--- src/rtl/gf_aop_pkg.sv ---
package gf_aop_pkg;

   // Selects whether an edge stage of the multiplier is a register or a wire.
   typedef enum logic {
      STAGE_WIRE = 1'b0,
      STAGE_FLOP = 1'b1
   } stage_e;

   // Clocks from the operand port to the product port.
   function automatic int unsigned aop_latency(int unsigned m, stage_e in_s, stage_e out_s);
      int unsigned lat;
      lat = m + 1;
      if (in_s == STAGE_FLOP) lat = lat + 1;
      if (out_s == STAGE_FLOP) lat = lat + 1;
      return lat;
   endfunction

endpackage

--- src/rtl/gf_aop_cell.sv ---
module gf_aop_cell (
   input  logic clk,
   input  logic rst,
   input  logic a_sel,
   input  logic a_in,
   input  logic b_in,
   input  logic s_in,
   output logic a_out,
   output logic b_out,
   output logic s_out
);

   always_ff @(posedge clk) begin
      if (rst) begin
         a_out <= 1'b0;
         b_out <= 1'b0;
         s_out <= 1'b0;
      end else begin
         a_out <= a_in;
         b_out <= b_in;
         s_out <= s_in ^ (a_sel & b_in);
      end
   end

   // a row whose A coefficient is zero must pass the partial sum unchanged.
   p_hold_sum_r1 : assert property (@(posedge clk) disable iff (rst)
      !a_sel |=> s_out == $past(s_in));

   // a row whose A coefficient is one adds the rotated B bit.
   p_add_term_r1 : assert property (@(posedge clk) disable iff (rst)
      a_sel |=> s_out == ($past(s_in) ^ $past(b_in)));

endmodule

--- src/rtl/gf_aop_array.sv ---
module gf_aop_array #(
   parameter int unsigned N = 5
) (
   input  logic         clk,
   input  logic         rst,
   input  logic [N-1:0] a_vec,
   input  logic [N-1:0] b_vec,
   output logic [N-1:0] c_vec
);

   logic [N-1:0] a_w [N];
   logic [N-1:0] b_w [N];
   logic [N-1:0] s_w [N+1];
   logic [N-1:0] bq  [N-1];
   logic [N-1:0] a_tail_unused;
   logic [N-1:0] b_tail_unused;

   assign a_w[0] = a_vec;
   assign b_w[0] = b_vec;
   assign s_w[0] = '0;
   assign c_vec  = s_w[N];

   for (genvar r = 0; r < N; r++) begin : g_row
      for (genvar j = 0; j < N; j++) begin : g_col
         if (r < N - 1) begin : g_inner
            gf_aop_cell u_cell (
               .clk   (clk),
               .rst   (rst),
               .a_sel (a_w[r][r]),
               .a_in  (a_w[r][j]),
               .b_in  (b_w[r][j]),
               .s_in  (s_w[r][j]),
               .a_out (a_w[r+1][j]),
               .b_out (bq[r][j]),
               .s_out (s_w[r+1][j])
            );
         end else begin : g_last
            gf_aop_cell u_cell (
               .clk   (clk),
               .rst   (rst),
               .a_sel (a_w[r][r]),
               .a_in  (a_w[r][j]),
               .b_in  (b_w[r][j]),
               .s_in  (s_w[r][j]),
               .a_out (a_tail_unused[j]),
               .b_out (b_tail_unused[j]),
               .s_out (s_w[N][j])
            );
         end
      end
      // Multiplying by x is a one-place left rotation because x^N = 1.
      if (r < N - 1) begin : g_rot
         assign b_w[r+1] = {bq[r][N-2:0], bq[r][N-1]};
      end
   end

endmodule

--- src/rtl/gf_aop_reduce.sv ---
module gf_aop_reduce
   import gf_aop_pkg::*;
#(
   parameter int unsigned M         = 4,
   parameter stage_e      OUT_STAGE = STAGE_FLOP
) (
   input  logic         clk,
   input  logic         rst,
   input  logic [M:0]   c_vec,
   output logic [M-1:0] p_vec
);

   logic [M-1:0] folded;

   // x^M equals the sum of all lower powers, so its coefficient folds into every bit.
   assign folded = c_vec[M-1:0] ^ {M{c_vec[M]}};

   if (OUT_STAGE == STAGE_FLOP) begin : g_flop
      always_ff @(posedge clk) begin
         if (rst) p_vec <= '0;
         else     p_vec <= folded;
      end
   end else begin : g_wire
      logic side_unused;
      assign side_unused = clk ^ rst;
      assign p_vec = folded;
   end

endmodule

--- src/rtl/gf_aop_mult.sv ---
module gf_aop_mult
   import gf_aop_pkg::*;
#(
   parameter int unsigned M         = 4,
   parameter stage_e      IN_STAGE  = STAGE_FLOP,
   parameter stage_e      OUT_STAGE = STAGE_FLOP
) (
   input  logic         clk,
   input  logic         rst,
   input  logic         valid_in,
   input  logic [M-1:0] a_in,
   input  logic [M-1:0] b_in,
   output logic         valid_out,
   output logic [M-1:0] prod_out
);

   localparam int unsigned N   = M + 1;
   localparam int unsigned LAT = aop_latency(M, IN_STAGE, OUT_STAGE);
   localparam int unsigned CW  = $clog2(LAT + 2);

   if (M < 2) begin : g_bad_m
      $error("gf_aop_mult: M must be at least 2");
   end

   logic [N-1:0] a_ext, b_ext, a_arr, b_arr, c_full;
   logic [LAT-1:0] vld_q;

   assign a_ext = {1'b0, a_in};
   assign b_ext = {1'b0, b_in};

   if (IN_STAGE == STAGE_FLOP) begin : g_in_flop
      always_ff @(posedge clk) begin
         if (rst) begin
            a_arr <= '0;
            b_arr <= '0;
         end else begin
            a_arr <= a_ext;
            b_arr <= b_ext;
         end
      end
   end else begin : g_in_wire
      assign a_arr = a_ext;
      assign b_arr = b_ext;
   end

   gf_aop_array #(.N(N)) u_arr (
      .clk   (clk),
      .rst   (rst),
      .a_vec (a_arr),
      .b_vec (b_arr),
      .c_vec (c_full)
   );

   gf_aop_reduce #(.M(M), .OUT_STAGE(OUT_STAGE)) u_red (
      .clk   (clk),
      .rst   (rst),
      .c_vec (c_full),
      .p_vec (prod_out)
   );

   always_ff @(posedge clk) begin
      if (rst) vld_q <= '0;
      else     vld_q <= {vld_q[LAT-2:0], valid_in};
   end
   assign valid_out = vld_q[LAT-1];

   // Occupancy counter for the checks below: pairs accepted minus products emitted.
   logic [CW-1:0] inflight_q;
   always_ff @(posedge clk) begin
      if (rst) inflight_q <= '0;
      else begin
         case ({valid_in, valid_out})
            2'b10:   inflight_q <= inflight_q + CW'(1);
            2'b01:   inflight_q <= inflight_q - CW'(1);
            default: inflight_q <= inflight_q;
         endcase
      end
   end

   // the pipeline never holds more pairs than its latency.
   p_inflight_cap_r2 : assert property (@(posedge clk) disable iff (rst)
      inflight_q <= CW'(LAT));

   // no product appears without a pair that was accepted earlier.
   p_no_orphan_r3 : assert property (@(posedge clk) disable iff (rst)
      valid_out |-> inflight_q != '0);

   // reset empties the outputs on the next clock.
   p_reset_clear_r4 : assert property (@(posedge clk)
      rst |=> (!valid_out && prod_out == '0));

endmodule

--- config.mk ---
export PLATFORM = sky130hd
export DESIGN_NAME = gf_aop_mult
export DESIGN_NICKNAME = d
export VERILOG_FILES = /design/src/rtl/gf_aop_pkg.sv /design/src/rtl/gf_aop_cell.sv /design/src/rtl/gf_aop_array.sv /design/src/rtl/gf_aop_reduce.sv /design/src/rtl/gf_aop_mult.sv
export SDC_FILE = /design/constraint.sdc
export NUM_CORES = 1
export LEC_CHECK = 0
export BUFFER_PORTS_ARGS = -buffer_cell sky130_fd_sc_hd__buf_4
export CAP_MARGIN = 10
export CORE_MARGIN = 1.5
export CORE_UTILIZATION = 45
export DETAILED_ROUTE_END_ITERATION = 8
export GPL_TIMING_DRIVEN = 1
export HOLD_SLACK_MARGIN = 0.1
export PLACE_DENSITY = 0.66
export SLEW_MARGIN = 20
export SYNTH_ARGS = -nofsm -noshare
export SYNTH_HDL_FRONTEND = slang
export SYNTH_SLANG_ARGS = --single-unit
--- constraint.sdc ---
create_clock -name clk -period 0.85 [get_ports clk]
set_input_delay 0.1275 -clock clk [delete_from_list [all_inputs] [get_ports clk]]
set_output_delay 0.1275 -clock clk [all_outputs]
set_load 0.01 [all_outputs]
==> run summary, run 1 <==
Die Area = 0.00463 sq mm
Mean post-synth cell area = 12.1 sq um
Clock power share = 40.6%
Post-synth EDFFs = 0
Area Growth Syn to Fin = 22.5%
Crit-path max FO = 1
Chip height = 68.1 um
Post-route minimum period = 0.861 ns
Drt pass-1 iters = 4
Final WL = 2.30 mm
Hold_sp = rst
PnR worst setup slack = -0.0114 ns
CTS max path bufs = 2
Pint = 4260 uW
Post-synth top cells = dfxtp_1, nor2b_1, a21bo_2, a21oi_1, nand3b_1
Share of the synthesized area in the top cell type = 64.1%
H-tree Lvls = 3
Hold crit path type = primary input to flop
CP Class = flop to output port
Reg clk slew, reported paths = 0.06 ns
CP delay by family, top = flip-flops
Buffers on Ports = 15
Largest cells by area after synthesis = dfxtp_1, nor2b_1, a21bo_2
Worst-margin pin slew = 0.250 ns
Slew Limit Fails = 0
Status = finished, violations left
Initial antenna violation count = 0
Final hold vios = 0
R2R depth = 2
Placement Cell Area = 0.00204 sq mm
Vias in the first global route = 1034
Sequential area share after synthesis = 64.1%
Yosys Warn Count = 0
Synth Flop Type = dfxtp_1
Power per cell area = 2270 mW/mm^2
Pin count of the biggest net entering global routing = 27
Asr flop ratio synth = 0%
Vias/cell = 4.49
Syn Inst Count = 157
Grt ovf = 0
CTS Buf Count = 9
Cell Area, Synth = 0.00190 sq mm
Final setup fails = 5
VDD IR max = 0.00160 V
WL per Instance = 9.45 um
Total Power = 5290 uW
Crit path depth = 1
Synth area leader = dfxtp_1
Net Sw Power = 1030 uW
Worst skew pair latency = 0.31 ns
Core area = 0.00403 sq mm
Initial Util = 47.3%
Worst hold slack = 0.161 ns
Yosys reg bits = 61
Die width = 68.1 um
Final net count = 199
Worst EP required = 0.72 ns
Sequential share of power = 55.8%
Largest stage delay, worst path = 0.31 ns
Max Cap Violations = 0
Antenna Diode Count = 0
Global router's overall resource usage = 12.3%
Sw Share = 19.4%
Multi-input gate area = 598 sq um
Max stage delay cell, worst path = dfxtp_2
Hpwl dp = 1.48 mm
RSZ-0062 raised after global routing = true
TritonCTS clock tree = yes
Fin area = 0.00233 sq mm
Remaining DRCs = 0
Max frequency = 1160 MHz
Worst Path Arrival = 0.73 ns
Critical Path Source = u_red.p_vec[3]
Crit path cell chain = buf_6
FF-to-FF Start = u_arr.g_row[0].g_col[1].g_inner.u_cell.a_out
Nature of the critical path endpoint = output port
Fill cell count = 333
Layout cells sized above 1 = 28.0%
Via count = 1090
Cell variety after synth = 13
Routability cong. = 0.653
Site row count = 23
Fin Setup TNS = -0.0489 ns
Failing checks = negative setup slack
Clk sinks = 61
Setup Skew = 0.00577 ns
Worst Hold Path Cells = 2
Comb pwr share = 3.6%
Static leakage = 0.000918 uW
Slew margin rel. = 83.3%
Core Util, Final = 57.9%
Net Count, Synth = 168
Most frequent cell after synthesis = dfxtp_1
Root buf cell = clkbuf_8
Critical path buffers and inverters = 1
Seq. cell area = 0.00123 sq mm
DRT iter0 DRCs = 42
CP Launch Type = flop
Postcts setup bufs = 0
Fin crit share = 101%
Final ANT Viol Nets = 0
Global-route wire length before repair = 4.06 mm
Top-level port count = 16
-- through the flow --
step / setup WS, ns / cells
global route: -0.0567 / 243
detailed placement: 0.0302 / 218
CTS: -0.0317 / 243
finish: -0.0114 / 243
floorplan: 0.0856 / 157
global placement: 0.0588 / 218
-- registers in the layout, indices dropped and copies added, names as in the netlist --
| register | count |
|---|---|
| u_arr.g_row.g_col.g_inner.u_cell.b_out | 12 |
| b_arr | 4 |
| u_arr.g_row.g_col.g_last.u_cell.s_out | 5 |
| u_red.p_vec | 4 |
| a_arr | 4 |
| vld_q | 7 |
| u_arr.g_row.g_col.g_inner.u_cell.a_out | 6 |
| u_arr.g_row.g_col.g_inner.u_cell.s_out | 19 |
-- metal layers --
layer	global-route usage (%)	share of wire, %	vias to the layer above
met5	0	0	-
met4	5.25	0.87	0
met3	7.40	4.0	5
met2	23.2	54	16
met1	9.97	41	507
li1	-	-	562
-- cells by family (layout without fill, tap and decap cells) --
family / after synthesis / count (layout) / share of synthesized area [%]
flops: 61 / 61 / 64.1
simple gates: 61 / 61 / 20.9
compound gates: 22 / 22 / 8.67
buf+inv: 9 / 45 / 4.47
xor+xnor: 4 / 4 / 1.84
-- cell usage in the layout (no fill, tap or decap) --
cell type | netlist | routed
nor2b_1 | 36 | 36
buf_6 | 6 | 5
nor2b_2 | 5 | 5
and2_1 | 5 | 5
a21bo_2 | 11 | 11
dlygate4sd3_1 | 0 | 9
clkbuf_8 | 0 | 11
nor2_1 | 4 | 4
dfxtp_1 | 61 | 55
buf_12 | 0 | 1
nand3b_1 | 11 | 11
a21oi_1 | 11 | 11
clkbuf_1 | 0 | 4
buf_4 | 1 | 14
clkinv_2 | 0 | 1
dfxtp_2 | 0 | 6
xnor2_1 | 4 | 4
-- final timing paths --
kind | slack, ns | end
worst max-delay path | -0.01 | prod_out[3]
worst min-delay path | 0.16 | vld_q[2]
worst max register to register | 0.07 | u_arr.g_row[1].g_col[1].g_inner.u_cell.s_out
worst min register to register | 0.43 | vld_q[2]
-- what timing repair did --
item                       4_1_cts  5_1_grt
gates resized for setup          6        5
setup endpoints to repair        5       10
hold buffers                     9        0
hold endpoints to repair         9        0
-- area by class of cell --
type	count	share of cell area [%]
Clock buffer	15	7.14
Multi-Input combinational cell	87	25.6
Timing Repair Buffer	29	11.6
Sequential cell	61	52.7
Tap cell	50	2.68
Clock inverter	1	0.215
-- power groups by stage --
stage / Sequential (uW) / Combinational, uW / Clock (uW)
detailed placement: 3010 / 158 / 0
global route: 2950 / 211 / 2380
CTS: 2950 / 192 / 2240
floorplan: 3000 / 116 / 0
finish: 2950 / 189 / 2150
global placement: 3010 / 154 / 0
No activity file was read; power rests on OpenSTA's default activity.
==> run 2: changes to the inputs <==
--- a/config.mk
+++ b/config.mk
@@ -7,12 +7,15 @@
 export LEC_CHECK = 0
 export BUFFER_PORTS_ARGS = -buffer_cell sky130_fd_sc_hd__buf_4
 export CAP_MARGIN = 10
+export CELL_PAD_IN_SITES_DETAIL_PLACEMENT = 1
+export CELL_PAD_IN_SITES_GLOBAL_PLACEMENT = 2
+export CORE_ASPECT_RATIO = 0.9
 export CORE_MARGIN = 1.5
-export CORE_UTILIZATION = 45
+export CORE_UTILIZATION = 39
 export DETAILED_ROUTE_END_ITERATION = 8
 export GPL_TIMING_DRIVEN = 1
 export HOLD_SLACK_MARGIN = 0.1
-export PLACE_DENSITY = 0.66
+export PLACE_DENSITY = 0.79
 export SLEW_MARGIN = 20
 export SYNTH_ARGS = -nofsm -noshare
 export SYNTH_HDL_FRONTEND = slang
==> constraint.sdc (replaced) <==
create_clock -name clk -period 0.85 [get_ports clk]
set_input_delay 0.0425 -clock clk [delete_from_list [all_inputs] [get_ports clk]]
set_output_delay 0.0425 -clock clk [all_outputs]
set_load 0.01 [all_outputs]
==> run summary, run 2 (synthesis results as in run 1) <==
Chip height = 69.3 um (was 68.1 um)
Total Power = 5560 uW (was 5290 uW)
Max reg flops = 19 (unchanged)
Fill cell count = 459 (was 333)
Area Growth Syn to Fin = 24.0% (was 22.5%)
Final WL = 2.93 mm (was 2.30 mm)
Max frequency = 1200 MHz (was 1160 MHz)
Met2 GRT Util = 21.7% (was 23.2%)
WL per Instance = 11.5 um (was 9.45 um)
Buffers on Ports = 15 (unchanged)
PnR worst setup slack = 0.0200 ns (was -0.0114 ns)
Vias/cell = 4.36 (was 4.49)
Seq. cell area = 0.00122 sq mm (was 0.00123 sq mm)
Hpwl dp = 1.87 mm (was 1.48 mm)
CTS max path bufs = 2 (unchanged)
Commonest non-fill, non-tap cells in the layout = dfxtp_1, nor2b_1, buf_4 (unchanged)
Top-level port count = 16 (unchanged)
Fin Setup TNS = 0 ns (was -0.0489 ns)
Remaining DRCs = 0 (unchanged)
Postcts setup bufs = 0 (unchanged)
Post-route minimum period = 0.830 ns (was 0.861 ns)
Grt ovf = 0 (unchanged)
Static leakage = 0.000926 uW (was 0.000918 uW)
Drt pass-1 iters = 3 (was 4)
Power per cell area = 2360 mW/mm^2 (was 2270 mW/mm^2)
Final setup fails = 0 (was 5)
Layout cells sized above 1 = 27.6% (was 28.0%)
Worst Path Arrival = 1.05 ns (was 0.73 ns)
Setup Skew = 0.00378 ns (was 0.00577 ns)
CP Class = primary input to flop (was flop to output port)
TritonCTS clock tree = yes (unchanged)
Slew Limit Fails = 0 (unchanged)
GR Layer Usage met1 = 11.5% (was 9.97%)
VDD IR max = 0.00160 V (about the same)
Clk sinks = 61 (unchanged)
RSZ-0062 raised after global routing = false (was true)
Antenna Diode Count = 0 (unchanged)
Crit-path max FO = 29 (was 1)
Multi-input gate area = 598 sq um (unchanged)
Root buf cell = clkbuf_8 (unchanged)
Hold crit path type = primary input to flop (unchanged)
Top reg by flops = u_arr.g_row.g_col.g_inner.u_cell.s_out (unchanged)
Die Area = 0.00531 sq mm (was 0.00463 sq mm)
Top flop regs = u_arr.g_row.g_col.g_inner.u_cell.s_out: 19 flops, u_arr.g_row.g_col.g_inner.u_cell.b_out: 12 flops, vld_q: 7 flops (unchanged)
Final net count = 198 (was 199)
Slew margin rel. = 84.8% (was 83.3%)
Final hold vios = 0 (unchanged)
Routability cong. = 0.715 (was 0.653)
Worst-margin pin slew = 0.227 ns (was 0.250 ns)
Fin crit share = 97.6% (was 101%)
Core area = 0.00458 sq mm (was 0.00403 sq mm)
Final ANT Viol Nets = 0 (unchanged)
CTS Buf Count = 9 (unchanged)
DRT iter0 DRCs = 11 (was 42)
Nature of the critical path endpoint = flop (was output port)
Pin count of the biggest net entering global routing = 32 (was 27)
Pre-CTS setup slack = 0.00836 ns (was 0.0302 ns)
Global-route wire length before repair = 4.93 mm (was 4.06 mm)
Die width = 76.7 um (was 68.1 um)
Commonest non-fill, non-tap cell in the layout = dfxtp_1 (unchanged)
Max Cap Violations = 0 (unchanged)
Vias in the first global route = 1133 (was 1034)
H-tree Lvls = 3 (unchanged)
Met3 GRT Util = 8.29% (was 7.40%)
Initial antenna violation count = 0 (unchanged)
Reg clk slew, reported paths = 0.06 ns (about the same)
Global router's overall resource usage = 12.8% (was 12.3%)
Via count = 1107 (was 1090)
Worst skew pair latency = 0.33 ns (was 0.31 ns)
Initial Util = 41.6% (was 47.3%)
Status = finished, final reports clean (was finished, violations left)
Worst EP required = 1.07 ns (was 0.72 ns)
Site row count = 23 (unchanged)
CP Launch Type = primary input (was flop)
Most utilized layer in the global route result = met2 (unchanged)
[run 2: what timing repair did]
item	4_1_cts	5_1_grt
gates resized for setup	1	3
hold buffers	9	1
endpoints found under the hold margin	44	20
endpoints found under the setup margin	1	4
pin swaps	0	0
[run 2: path summary, 6_finish.rpt]
| kind | from | end | slack [ns] | cells past startpoint |
|---|---|---|---|---|
| min | rst | vld_q[0] | 0.06 | 3 |
| min reg2reg | u_arr.g_row[0].g_col[2].g_inner.u_cell.a_out | u_arr.g_row[1].g_col[2].g_inner.u_cell.a_out | 0.43 | 1 |
| max reg2reg | u_arr.g_row[2].g_col[3].g_inner.u_cell.a_out | u_arr.g_row[3].g_col[0].g_inner.u_cell.s_out | 0.06 | 2 |
| max | rst | u_arr.g_row[1].g_col[3].g_inner.u_cell.a_out | 0.02 | 4 |
[run 2: metal layers]
layer	up-vias	wire length [um]
li1	559	-
met1	516	1150
met2	25	1540
met3	7	181
met4	0	53
met5	-	0
[run 2: report_power, final]
part / internal (uW) / switching (uW) / leakage (uW) / total [uW]
sequential: 2920 / 28.7 / 0.000498 / 2950
combinational: 125 / 73.4 / 0.000327 / 198
clock: 1370 / 1050 / 0.000101 / 2410
[run 2: final cells by class]
| cell class | count | area share, % |
|---|---|---|
| clock buffer | 13 | 7.58 |
| timing repair buffer | 28 | 11.2 |
| clock inverter | 3 | 0.742 |
| multi-input combinational | 87 | 25.3 |
| tap | 62 | 3.29 |
| sequential | 61 | 51.9 |
[run 2: critical path, stage by stage]
cell and delay (ns):
buf_4 0.11, buf_12 0.17, dlygate4sd3_1 0.65, nor2b_1 0.07
[run 2: metrics by stage]
stage          cells  cell area (sq um)  hold WS (ns)  utilization, %
2_1_floorplan    157               1900         0.171               -
3_3_place_gp     228               2060         0.252            45.0
3_5_place_dp     228               2060         0.260            45.0
4_1_cts          253               2340        0.0424            51.2
5_1_grt          254               2360        0.0476            51.6
6_report         254               2360        0.0626            51.6
